[config.mk]
export PLATFORM = sky130hd
export DESIGN_NAME = shift_sio
export DESIGN_NICKNAME = d
export VERILOG_FILES = /design/src/rtl/shift_sio_pkg.sv /design/src/rtl/shift_sio_baud.sv /design/src/rtl/shift_sio_shreg.sv /design/src/rtl/shift_sio.sv
export SDC_FILE = /design/constraint.sdc
export NUM_CORES = 1
export LEC_CHECK = 0
export ABC_AREA = 1
export BUFFER_PORTS_ARGS = -buffer_cell sky130_fd_sc_hd__buf_4
export CORE_ASPECT_RATIO = 0.75
export CORE_MARGIN = 1.5
export CORE_UTILIZATION = 53
export CTS_CLUSTER_SIZE = 14
export DETAILED_ROUTE_END_ITERATION = 7
export GPL_ROUTABILITY_DRIVEN = 0
export PLACE_DENSITY_LB_ADDON = 0.05
export SLEW_MARGIN = 20
export SYNTH_ARGS = -nofsm -noshare
export SYNTH_HDL_FRONTEND = slang
export SYNTH_HIERARCHICAL = 1
export SYNTH_SLANG_ARGS = --single-unit
[constraint.sdc]
create_clock -name clk -period 4.8 [get_ports clk]
set_clock_uncertainty 0.1 [all_clocks]
set_input_delay 0.48 -clock clk [delete_from_list [all_inputs] [get_ports clk]]
set_output_delay 0.48 -clock clk [all_outputs]
set_load 0.01 [all_outputs]
[src/rtl/shift_sio_pkg.sv]
`timescale 1ns/1ps
package shift_sio_pkg;
  typedef enum logic [1:0] {
    XF_IDLE = 2'd0,
    XF_TX   = 2'd1,
    XF_RX   = 2'd2
  } xfer_e;
endpackage

[src/rtl/shift_sio_baud.sv]
`timescale 1ns/1ps
// Half-period timer: tick marks the last system clock of a shift-clock phase.
module shift_sio_baud #(
  parameter int DIV_W = 15
) (
  input  logic             clk,
  input  logic             rst,
  input  logic             run,
  input  logic [DIV_W-1:0] div,
  output logic             tick
);
  logic [DIV_W-1:0] cnt;
  logic [DIV_W-1:0] last_cnt;

  // A divisor of zero behaves like one: every clock ends a phase.
  always_comb last_cnt = (div == '0) ? '0 : div - 1'b1;

  assign tick = run && (cnt >= last_cnt);

  always_ff @(posedge clk) begin
    if (rst || !run) cnt <= '0;
    else if (tick)   cnt <= '0;
    else             cnt <= cnt + 1'b1;
  end
endmodule

[src/rtl/shift_sio_shreg.sv]
`timescale 1ns/1ps
// Shared shift register: loads a transmit byte, shifts right on output,
// and shifts received bits in from the top so the first bit lands in bit 0.
module shift_sio_shreg #(
  parameter int DATA_W = 8
) (
  input  logic              clk,
  input  logic              rst,
  input  logic              load,
  input  logic [DATA_W-1:0] load_val,
  input  logic              shift_in,
  input  logic              in_bit,
  input  logic              shift_out,
  output logic [DATA_W-1:0] sr
);
  always_ff @(posedge clk) begin
    if (rst)            sr <= '0;
    else if (load)      sr <= load_val;
    else if (shift_in)  sr <= {in_bit, sr[DATA_W-1:1]};
    else if (shift_out) sr <= {1'b0, sr[DATA_W-1:1]};
  end
endmodule

[src/rtl/shift_sio.sv]
`timescale 1ns/1ps
module shift_sio
  import shift_sio_pkg::*;
#(
  parameter int DATA_W = 8,
  parameter int DIV_W  = 15
) (
  input  logic              clk,
  input  logic              rst,
  input  logic [DIV_W-1:0]  clk_div,
  input  logic              rx_enable,
  input  logic              tx_write,
  input  logic [DATA_W-1:0] tx_byte,
  input  logic              rx_flag_clr,
  input  logic              tx_flag_clr,
  input  logic              sdata_in,
  output logic              sclk_out,
  output logic              sdata_pull_low,
  output logic [DATA_W-1:0] rx_byte,
  output logic              tx_done_flag,
  output logic              rx_done_flag,
  output logic              tx_irq_pend,
  output logic              rx_irq_pend,
  output logic              busy
);
  localparam int IDX_W = $clog2(DATA_W);
  localparam logic [IDX_W-1:0] LAST_IDX = IDX_W'(DATA_W - 1);

  xfer_e             st;
  logic              phase_hi;
  logic [IDX_W-1:0]  bit_idx;
  logic              tick;
  logic              hold_vld;
  logic [DATA_W-1:0] hold_byte;
  logic              sd_prev;
  logic              rx_fin_d;
  logic [DATA_W-1:0] sr;

  logic              start_tx, start_rx, abort_rx, last_bit;
  logic              shift_in, shift_out;
  logic [DATA_W-1:0] start_byte;

  assign busy       = (st != XF_IDLE);
  assign start_byte = hold_vld ? hold_byte : tx_byte;
  assign start_tx   = (st == XF_IDLE) && !rx_enable && (hold_vld || tx_write);
  assign start_rx   = (st == XF_IDLE) && rx_enable &&
                      ((sdata_in && !sd_prev) || rx_flag_clr);
  assign abort_rx   = (st == XF_RX) && !rx_enable;
  assign last_bit   = (bit_idx == LAST_IDX);
  assign shift_in   = (st == XF_RX) && !abort_rx && tick && !phase_hi;
  assign shift_out  = (st == XF_TX) && tick && phase_hi && !last_bit;

  shift_sio_baud #(.DIV_W(DIV_W)) u_baud (
    .clk  (clk),
    .rst  (rst),
    .run  (busy),
    .div  (clk_div),
    .tick (tick)
  );

  shift_sio_shreg #(.DATA_W(DATA_W)) u_shreg (
    .clk       (clk),
    .rst       (rst),
    .load      (start_tx),
    .load_val  (start_byte),
    .shift_in  (shift_in),
    .in_bit    (sdata_in),
    .shift_out (shift_out),
    .sr        (sr)
  );

  // Single-entry holding slot for a write that arrives mid-transfer.
  always_ff @(posedge clk) begin
    if (rst) begin
      hold_vld  <= 1'b0;
      hold_byte <= '0;
    end else if (start_tx && hold_vld) begin
      hold_vld <= tx_write;
      if (tx_write) hold_byte <= tx_byte;
    end else if (tx_write && !rx_enable && busy) begin
      hold_vld  <= 1'b1;
      hold_byte <= tx_byte;
    end
  end

  // Transfer sequencer: low phase, high phase, per bit.
  always_ff @(posedge clk) begin
    if (rst) begin
      st             <= XF_IDLE;
      sclk_out       <= 1'b1;
      sdata_pull_low <= 1'b0;
      phase_hi       <= 1'b0;
      bit_idx        <= '0;
      tx_irq_pend    <= 1'b0;
      rx_irq_pend    <= 1'b0;
      rx_fin_d       <= 1'b0;
      sd_prev        <= 1'b1;
    end else begin
      tx_irq_pend <= 1'b0;
      rx_irq_pend <= 1'b0;
      rx_fin_d    <= 1'b0;
      sd_prev     <= sdata_in;
      if (abort_rx) begin
        st       <= XF_IDLE;
        sclk_out <= 1'b1;
        phase_hi <= 1'b0;
      end else if (start_tx) begin
        st             <= XF_TX;
        sclk_out       <= 1'b0;
        sdata_pull_low <= ~start_byte[0];
        phase_hi       <= 1'b0;
        bit_idx        <= '0;
      end else if (start_rx) begin
        st       <= XF_RX;
        sclk_out <= 1'b0;
        phase_hi <= 1'b0;
        bit_idx  <= '0;
      end else if (busy && tick) begin
        if (!phase_hi) begin
          sclk_out <= 1'b1;
          phase_hi <= 1'b1;
        end else if (last_bit) begin
          st             <= XF_IDLE;
          sdata_pull_low <= 1'b0;
          phase_hi       <= 1'b0;
          if (st == XF_TX) tx_irq_pend <= 1'b1;
          else begin
            rx_irq_pend <= 1'b1;
            rx_fin_d    <= 1'b1;
          end
        end else begin
          bit_idx  <= bit_idx + 1'b1;
          sclk_out <= 1'b0;
          phase_hi <= 1'b0;
          if (st == XF_TX) sdata_pull_low <= ~sr[1];
        end
      end
    end
  end

  // Completion flags: a set in the same cycle wins over a clear.
  always_ff @(posedge clk) begin
    if (rst) begin
      tx_done_flag <= 1'b0;
      rx_done_flag <= 1'b0;
      rx_byte      <= '0;
    end else begin
      if (st == XF_TX && tick && phase_hi && last_bit) tx_done_flag <= 1'b1;
      else if (tx_flag_clr)                            tx_done_flag <= 1'b0;
      if (rx_fin_d) begin
        rx_done_flag <= 1'b1;
        rx_byte      <= sr;
      end else if (rx_flag_clr) begin
        rx_done_flag <= 1'b0;
      end
    end
  end
endmodule

; Word-level counts from Yosys, hierarchy flattened
; Cells that the tools add are included.
[word_totals]
inputBits = 30
ff_bits = 53
out_inout_bits = 15
elab_cells = 125
[op_classes]
eq_ne = 7
muxes = 38
add_sub_neg = 3
reduce_logical = 54
magnitude_cmp = 1
bitwise = 6
[ops]
columns = cell, n
row1 = $mux 8, 7
row2 = $mux 1, 21
row3 = $logic_and 1x1->1, 18
row4 = $reduce_bool 2->1, 9
row5 = $add 15x1->15 const B, 1
row6 = $ge 15x15->1, 1
row7 = $logic_not 15->1, 1
row8 = $mux 15, 1
row9 = $mux 3, 5
row10 = $reduce_bool 3->1, 5
row11 = $sub 15x1->15 const B, 1
row12 = $mux 2, 4
row13 = $reduce_or 7->1, 1
row14 = $logic_not 1->1, 6
row15 = $not 1->1, 6
row16 = $reduce_and 3->1, 2
row17 = $reduce_and 5->1, 1
row18 = $ne 2x2->1 const B, 2
row19 = $ne 4x4->1 const B, 1
row20 = $reduce_and 2->1, 2
row21 = $reduce_and 4->1, 1
row22 = $reduce_or 2->1, 2
row23 = $reduce_or 4->1, 1
row24 = $add 3x1->3 const B, 1
row25 = 7 further kinds, 9

; Longest topological paths before layout
; Gate-level depths: netlist (run 1).
[logic_depth]
word_depth = 10
mapped_depth = 23
ltp_nobuf = 23

; By module
; The synthesis (run 1) kept the hierarchy.
[modules_own_cells]
columns = mod, n_inst, area_per_inst_um2, seq_area_each_um2, cells_each
row1 = shift_sio_baud, 1, 1604.0, 300.3, 230
row2 = shift_sio, 1, 1427.6, 600.6, 192
row3 = shift_sio_shreg, 1, 425.4, 160.2, 63

; Worst setup path before layout (run 1)
; Ideal clock, no wire load.
[synth_path]
path_kind = input to register
startpoint = in clk_div[0]
endpoint = reg u_shreg.sr[5]
cell_stages = 20
required_ns = 4.633
setup_slack_ns = 1.417
n_path_buf = 0
t_arrival_ns = 3.216
cell_sequence = inv_1 -> ha_1 -> nand3_1 -> inv_1 -> nand3_1 -> xnor2_1 -> nand2_1 -> ha_1 -> nand2_1 -> nor2_2 -> nand2_1 -> o21ai_2 -> nor2_4 -> a21oi_1 -> nand2_1 -> nor3_1 -> nor2_8 -> nand2_4 -> nand2_1 -> a21oi_2
[synth_between]
elab_chain_len = 8
word_cells_on_any_way = 13
classes_between = 1 x add/sub / 1 x order compare / 3 x mux / 8 x reduce/logical
[synth_rtl]
columns = element, line
row1 = start: declaration, shift_sio.sv:10  ; input logic [DIV_W-1:0] clk_div,
row2 = $sub 15x1->15 / $logic_not 15->1 (equally long branches), shift_sio_baud.sv:16  ; always_comb last_cnt = (div == '0) ? '0 : div - 1'b1;
row3 = $mux 15 (*), shift_sio_baud.sv:16
row4 = $ge 15x15->1 (*), shift_sio_baud.sv:18  ; assign tick = run && (cnt >= last_cnt);
row5 = $logic_and 1x1->1 (*), shift_sio_baud.sv:18
row6 = via tick, shift_sio.sv:32  ; logic tick;
row7 = $logic_and 1x1->1 (*) (2 in series), shift_sio.sv:50  ; assign shift_in = (st == XF_RX) && !abort_rx && tick && !phase_hi;
row8 = via shift_in, shift_sio.sv:40  ; logic shift_in, shift_out;
row9 = $mux 8, shift_sio_shreg.sv:19  ; else if (shift_in) sr <= {in_bit, sr[DATA_W-1:1]};
row10 = $mux 8, shift_sio_shreg.sv:18  ; else if (load) sr <= load_val;
row11 = end signal: assignment, shift_sio_shreg.sv:18
row12 = end signal: assignment, shift_sio_shreg.sv:19
row13 = end signal: assignment, shift_sio_shreg.sv:20  ; else if (shift_out) sr <= {1'b0, sr[DATA_W-1:1]};
row14 = end: declaration, shift_sio_shreg.sv:14  ; output logic [DATA_W-1:0] sr
; The timed path passes the listed nets; every way through them passes the cells marked *.
; A chain may end at the register's enable or synchronous reset.

; Final worst setup path (run 1)
[layout_path]
startpoint = in clk_div[0]
endpoint = reg u_shreg.sr[1]
; Same word-level chain as after synthesis.

==> impl_metrics.sql, run 1 <==
INSERT INTO impl_metrics (metric_group, metric, value, unit) VALUES
('status', 'run_status', 'complete, no violations', ''),
('layout', 'diodes', '0', ''),
('sta', 'maxClockFrequency', '0.2796', 'GHz'),
('layout', 'final_core_utilization', '61.91', '%'),
('floorplan', 'dieArea', '0.007021', 'sq mm'),
('synth', 'yosys.area_share.xor_xnor', '4.307', '%'),
('synth', 'synth.net_count', '534', ''),
('routing', 'post_drt_antenna_nets', '0', ''),
('routing', 'num_vias', '3060', ''),
('synth', 'most_numerous_cell_in_the_yosys_netlist', 'nand2_1', ''),
('clock_tree', 'cts.reportedPaths.clkPinSlew', '0.09', 'ns'),
('synth', 'post_synth_and_or_nand_nor_area_fraction', '36.41', '%'),
('sta', 'slew_viol_final', '0', ''),
('floorplan', 'floorplan.initialDensity', '54.99', '%'),
('synth', 'yosys_register_bits', '53', ''),
('clock_tree', 'clockRootBuffer', 'clkbuf_8', ''),
('synth', 'yosys.area_share.adder', '6.877', '%'),
('synth', 'synth_common_cells', '118 x nand2_1, 56 x inv_1, 53 x dfxtp_1, 53 x nor2_1, 30 x o21ai_0', ''),
('floorplan', 'placeableCoreArea', '0.006287', 'sq mm'),
('critical_path', 'cp_common_cell', 'nand2_1', ''),
('routing', 'wl', '7267', 'microns'),
('sta', 'hold_viol', '0', ''),
('synth', 'mappedNetlistArea', '0.003457', 'sq mm'),
('floorplan', 'die_span_in_x', '96.26', 'microns'),
('layout', 'drive_gt1_share', '20.68', '%'),
('synth', 'synth-compound-area-share', '11.83', '%'),
('clock_tree', 'numCtsBuffers', '5', ''),
('synth', 'synth_seq_area_share', '30.69', '%'),
('sta', 'unrepaired_setup_endpoints_after_global_routing', 'false', ''),
('synth', 'post-synth-top-area-cell', 'dfxtp_1', ''),
('routing', 'number_of_vias_per_cell', '5.033', ''),
('critical_path', 'timing.critical_path.from_type', 'primary input', ''),
('synth', 'netlist-cell-type-count', '41', ''),
('synth', 'ys_top_cells_by_area', 'dfxtp_1 31%, nand2_1 13%, ha_1 6.9%', ''),
('clock_tree', 'post-cts-setup-buffers', '0', ''),
('clock_tree', 'clock_insertion_delay_worst_skew', '0.31', 'ns'),
('routing', 'wl_per_cell', '11.95', 'microns'),
('sta', 'final_setup_violation_count', '0', ''),
('sta', 'finalCriticalPeriod', '3.576', 'ns'),
('synth', 'combinational_family_with_the_most_area_after_synthesis', 'simple AND/OR/NAND/NOR gates', ''),
('global_routing', 'grt_pass1_wl', '12680', 'microns'),
('critical_path', 'cp_max_fo', '13', ''),
('synth', 'async_reset_ff_share', '0', '%'),
('min_path', 'hold_path_class', 'in -> reg', ''),
('critical_path', 'reg2reg_setup_slack', '2.01', 'ns'),
('critical_path', 'buffer_and_inverter_count_on_the_worst_path', '2', ''),
('synth', 'synthesis.yosys.warnings', '6', ''),
('power', 'p_per_area', '231.0', 'mW/mm^2'),
('clock_tree', 'post_cts_resized', '0', ''),
('global_routing', 'grt_max_degree', '22', ''),
('global_routing', 'grt_use_met3', '3.542', '%'),
('critical_path', 'timing.critical_path.arrival', '3.71', 'ns'),
('global_routing', 'first_global_vias', '2803', ''),
('critical_path', 'timing.critical_path.cells', 'buf_4 -> inv_1 -> ha_1 -> nand3_1 -> nor2_2 -> nand3_2 -> nand3_1 -> ha_1 -> nand2_1 -> nor2_2 -> nand2_1 -> o21ai_2 -> nor2_4 -> a21oi_1 -> nand2_1 -> nor3_1 -> nor2_8 -> nand2_4 -> nand2_1 -> a21oi_1', ''),
('synth', 'synth_area_per_cell', '7.128', 'sq um'),
('layout', 'fillCellCount', '629', ''),
('synth', 'synth_enable_flop_cells', '0', ''),
('synth', 'yosysTopAreaCellShare', '30.69', '%'),
('routing', 'drt_pass1_iterations', '4', ''),
('floorplan', 'core.rowCount', '25', ''),
('power', 'cellLeakagePower', '1.789', 'nW'),
('critical_path', 'timing.critical_path.required', '4.94', 'ns'),
('layout', 'area_growth', '12.59', '%'),
('sta', 'timing.hold.ws', '0.2794', 'ns'),
('power', 'power.ir.vdd_worst', '0.1311', 'mV'),
('critical_path', 'setup.worst_path.end_class', 'register', ''),
('floorplan', 'ios', '45', ''),
('global_routing', 'antenna_found_initial', '0', ''),
('synth', 'synthMuxAreaShare', '0', '%'),
('layout', 'fin_cells', '608', ''),
('layout', 'num-nets-final', '575', '');
[logic make-up (layout without fill, tap and decap cells)]
logic type               after synthesis  count (layout)
AO/OA/AOI/OAI                         72              72
flip-flops                            53              53
buffers and inverters                 75             117
AND/OR/NAND/NOR                      249             249
adder cells (fa/ha/maj)               19              19
XOR/XNOR                              17              17
[layout make-up]
| type | count | area, sq um | area share [%] |
|---|---|---|---|
| multi-input cells | 357 | 2054 | 52.78 |
| flip-flops and latches | 53 | 1061 | 27.26 |
| repair buffers | 44 | 330.3 | 8.486 |
| inverters | 65 | 249.0 | 6.397 |
| well taps | 81 | 101.3 | 2.604 |
| clock buffers | 6 | 82.58 | 2.122 |
| clock inverters | 2 | 13.76 | 0.3536 |
[state kept, by name, indices dropped and copies added (netlist names), 2 cells and up]
signal      count
u_baud/cnt     15
bit_idx         3
rx_byte         8
st              2
hold_byte       8
u_shreg/sr      8
[metrics by stage]
stage               cell area (sq um)  setup WS (ns)
CTS                              3892          1.258
global route                     3892         0.8740
finish                           3892          1.224
global placement                 3796          1.020
detailed placement               3796         0.9320
floorplan                        3457          1.417
[final timing paths]
check	from	endpoint	depth (start not counted)
worst max-delay path	clk_div[0]	u_shreg/sr[1]	20
worst min-delay path	sdata_in	sd_prev	2
worst max register to register	u_baud/cnt[6]	u_shreg/sr[1]	13
worst min register to register	u_baud/cnt[0]	u_baud/cnt[0]	1
[power by group]
part	internal, W	switching (W)
clock network	0.000117	0.000147
registers	0.000455	0.0000140
logic	0.0000644	0.000101
total	0.000637	0.000262
[metal layers]
metal | part of all wire [%] | wire length [microns]
met5 | 0 | 0
met4 | 0.65 | 47
met3 | 4.3 | 314
met2 | 41 | 2991
met1 | 54 | 3913
[cells in the final DEF (no fill, tap or decap), drive strengths merged, types with 6 or more instances in the layout]
cell and count:
nand3 36, buf 44, nand2 126, xnor2 6, xor2 11, nor3 10, o21ai 33, clkbuf 6
ha 19, nor2 73, a21oi 33, dfxtp 53, inv 64
No activity file was read; power rests on OpenSTA's default activity.
==> inputs of run 2 (changes only) <==
--- a/config.mk
+++ b/config.mk
@@ -5,7 +5,7 @@
 export SDC_FILE = /design/constraint.sdc
 export NUM_CORES = 1
 export LEC_CHECK = 0
-export ABC_AREA = 1
+export ABC_AREA = 0
 export BUFFER_PORTS_ARGS = -buffer_cell sky130_fd_sc_hd__buf_4
 export CORE_ASPECT_RATIO = 0.75
 export CORE_MARGIN = 1.5
==> constraint.sdc (replaced) <==
create_clock -name clk -period 3.3 [get_ports clk]
set_clock_uncertainty 0.1 [all_clocks]
set_input_delay 0.33 -clock clk [delete_from_list [all_inputs] [get_ports clk]]
set_output_delay 0.33 -clock clk [all_outputs]
set_load 0.01 [all_outputs]
==> impl_metrics.sql, run 2 <==
INSERT INTO impl_metrics (metric_group, metric, value, unit) VALUES
('status', 'run_status', 'finished with violations', ''),
('status', 'violations', 'setup timing', ''),
('global_routing', 'grt_pass1_wl', '13060', 'microns'),
('global_routing', 'groute.usage.overall', '24.80', '%'),
('floorplan', 'chipHeight', '70.29', 'microns'),
('layout', 'area_growth', '35.82', '%'),
('routing', 'drt_pass1_iterations', '4', ''),
('sta', 'unrepaired_setup_endpoints_after_global_routing', 'true', ''),
('power', 'power_report.internal_total', '0.001049', 'W'),
('synth', 'yosysTopAreaCellShare', '33.16', '%'),
('synth', 'synth_ff_type', 'dfxtp_1', ''),
('power', 'post-layout-total-power', '0.001429', 'W'),
('floorplan', 'floorplan.initialDensity', '54.92', '%'),
('critical_path', 'timing.critical_path.required', '3.41', 'ns'),
('place', 'dp_slack', '-0.8257', 'ns'),
('routing', 'wl_per_cell', '15.83', 'microns'),
('synth', 'yosys_register_bits', '53', ''),
('critical_path', 'cp_max_fo', '7', ''),
('global_routing', 'grt_max_degree', '37', ''),
('sta', 'hold_viol', '0', ''),
('sta', 'timing.hold.ws', '0.1343', 'ns'),
('floorplan', 'placeableCoreArea', '0.005826', 'sq mm'),
('power', 'power.share.combinational', '19.9', '%'),
('global_routing', 'grt.overflow.total', '0', ''),
('routing', 'drt_drc_violations_left', '0', ''),
('critical_path', 'setup.worst_path.end_class', 'register', ''),
('synth', 'async_reset_ff_share', '0', '%'),
('power', 'seq_power_share', '48.3', '%'),
('power', 'cellLeakagePower', '1.651', 'nW'),
('sta', 'timing.max_slew.rel_slack', '41.31', '%'),
('sta', 'max_slew.worst_pin.slew', '0.8765', 'ns'),
('run', 'max_cap_violations', '0', ''),
('clock_tree', 'tritoncts_num_sinks', '53', ''),
('min_path', 'hold_path_class', 'in -> reg', ''),
('sta', 'final.setup.worst_slack', '-0.2002', 'ns'),
('synth', 'post-synth-top-area-cell', 'dfxtp_1', ''),
('synth', 'netlist-cell-type-count', '63', ''),
('floorplan', 'ios', '45', ''),
('floorplan', 'die_span_in_x', '92.72', 'microns'),
('sta', 'finalCriticalPeriod', '3.500', 'ns'),
('synth', 'ys_top_cells_by_area', 'dfxtp_1 33%, ha_1 7.4%, mux2i_1 5.3%', ''),
('clock_tree', 'cts_max_path_buffers', '2', ''),
('floorplan', 'core.rowCount', '24', ''),
('critical_path', 'timing.critical_path.arrival', '3.61', 'ns'),
('layout', 'drive_gt1_share', '37.50', '%'),
('synth', 'synth_common_cells', '53 x dfxtp_1, 37 x nor2_1, 24 x nor4_1, 19 x ha_1, 18 x nand2_1', ''),
('synth', 'most_numerous_cell_in_the_yosys_netlist', 'dfxtp_1', ''),
('clock_tree', 'numCtsBuffers', '5', ''),
('critical_path', 'reg2reg_setup_slack', '0.51', 'ns'),
('power', 'power.ir.vdd_worst', '0.1946', 'mV'),
('layout', 'fillCellCount', '434', ''),
('synth', 'synth_seq_area_share', '33.16', '%'),
('sta', 'min_period_over_period', '106.1', '%'),
('power', 'switching_share', '26.58', '%'),
('layout', 'layout.cells.most_common_list', '76 x buf_4, 53 x dfxtp_1, 36 x nor2_1, 18 x nor4_1, 17 x mux2i_1', ''),
('sta', 'slew_viol_final', '0', ''),
('routing', 'detail_route.iter0.violations', '154', ''),
('routing', 'post_drt_antenna_nets', '0', ''),
('synth', 'synth_enable_flop_cells', '0', ''),
('layout', 'largest_register_ffs', '15', ''),
('global_routing', 'antenna_found_initial', '0', ''),
('sta', 'final_setup_violation_count', '18', ''),
('place', 'hpwlAfterDp', '5498', 'microns'),
('clock_tree', 'cts.reportedPaths.clkPinSlew', '0.10', 'ns'),
('layout', 'top_register', 'u_baud/cnt', ''),
('critical_path', 'timing.critical_path.from_type', 'primary input', ''),
('global_routing', 'first_global_vias', '2640', ''),
('synth', 'synth.net_count', '403', ''),
('power', 'p_per_area', '329.0', 'mW/mm^2'),
('critical_path', 'critical_path_class', 'in -> reg', ''),
('layout', 'mostFrequentLayoutCell', 'buf_4', ''),
('sta', 'maxClockFrequency', '0.2857', 'GHz'),
('synth', 'synth_area_per_cell', '9.038', 'sq um'),
('power', 'power_spent_charging_and_discharging_nets', '0.0003800', 'W'),
('layout', 'diodes', '0', ''),
('clock_tree', 'cts_hold_buf', '0', ''),
('power', 'pwr-share-clk', '31.8', '%'),
('sta', 'timing.setup.tns', '-2.364', 'ns'),
('place', 'count_of_buffers_inserted_at_the_top_level_ports', '44', ''),
('clock_tree', 'htree_num_levels', '2', ''),
('clock_tree', 'clockRootBuffer', 'clkbuf_8', ''),
('synth', 'synthesis.yosys.warnings', '6', ''),
('routing', 'number_of_vias_per_cell', '5.841', ''),
('layout', 'num-nets-final', '480', ''),
('floorplan', 'dieArea', '0.006516', 'sq mm'),
('synth', 'post_synth_inst_count', '354', ''),
('clock_tree', 'clock_tree_from_tritoncts', 'done', ''),
('layout', 'final_core_utilization', '74.59', '%'),
('routing', 'num_vias', '2979', ''),
('routing', 'wl', '8071', 'microns'),
('clock_tree', 'clock_insertion_delay_worst_skew', '0.30', 'ns'),
('synth', 'mappedNetlistArea', '0.003199', 'sq mm');
-- run 2: power groups by stage --
stage	combinational [W]	sequential, W	clock (W)
6_report	0.000285	0.000690	0.000455
5_1_grt	0.000306	0.000693	0.000484
4_1_cts	0.000263	0.000689	0.000460
3_5_place_dp	0.000233	0.000702	0
3_3_place_gp	0.000228	0.000701	0
2_1_floorplan	0.000160	0.000688	0
-- run 2: area by class of cell --
type	instances	area, sq um	area share (%)
Multi-Input combinational cell	270	2325	53.50
Sequential cell	53	1061	24.42
Timing Repair Buffer	85	680.7	15.66
Tap cell	78	97.59	2.246
Clock buffer	7	86.33	1.987
Inverter	16	65.06	1.497
Clock inverter	1	30.03	0.6910
-- run 2: logic make-up after synthesis --
logic type                 synth area share [%]
adders and majority gates                 7.431
muxes                                     8.252
buffers and inverters                     5.983
AOI/OAI and AO/OA                         11.50
and+or+nand+nor                           27.10
DFF                                       33.16
xor gates and xnor gates                  6.570
-- run 2: what timing repair did --
action	in CTS	in global routing
buffers inserted	9	2
setup endpoints to repair	17	19
resized for setup	37	20
pin swaps	30	8
gates cloned	3	0
-- run 2: metrics by stage --
step	instance area (sq um)	std cells
final	4345	510
after global routing	4345	510
after CTS	4225	508
after detailed placement	3834	489
after global placement	3834	489
after floorplan	3312	354
-- run 2: path summary, 6_finish.rpt --
check,startpoint,endpoint,cells past startpoint
max,clk_div[3],u_shreg/sr[4],15
min,sdata_in,sd_prev,2
max reg2reg,u_baud/cnt[8],u_shreg/sr[4],10
min reg2reg,hold_byte[1],hold_byte[1],2
-- run 2: metal layers --
layer,global-route usage (%),vias to the layer above,routed length [microns]
li1,-,1450,-
met5,0,-,0
met4,5.219,0,82
met2,35.21,67,3524
met1,38.42,1451,4099
met3,4.575,11,364
-- run 2: critical path, cell delays in order --
cell,delay (ns)
buf_6,0.10
nor4_4,0.36
nand3_4,0.12
or4_4,0.58
nand2_4,0.09
ha_4,0.19
a211o_1,0.24
o211ai_1,0.14
a31oi_4,0.13
o31a_1,0.36
nand2_2,0.12
nor4_4,0.05
buf_4,0.18
or2_4,0.30
a2111oi_4,0.32
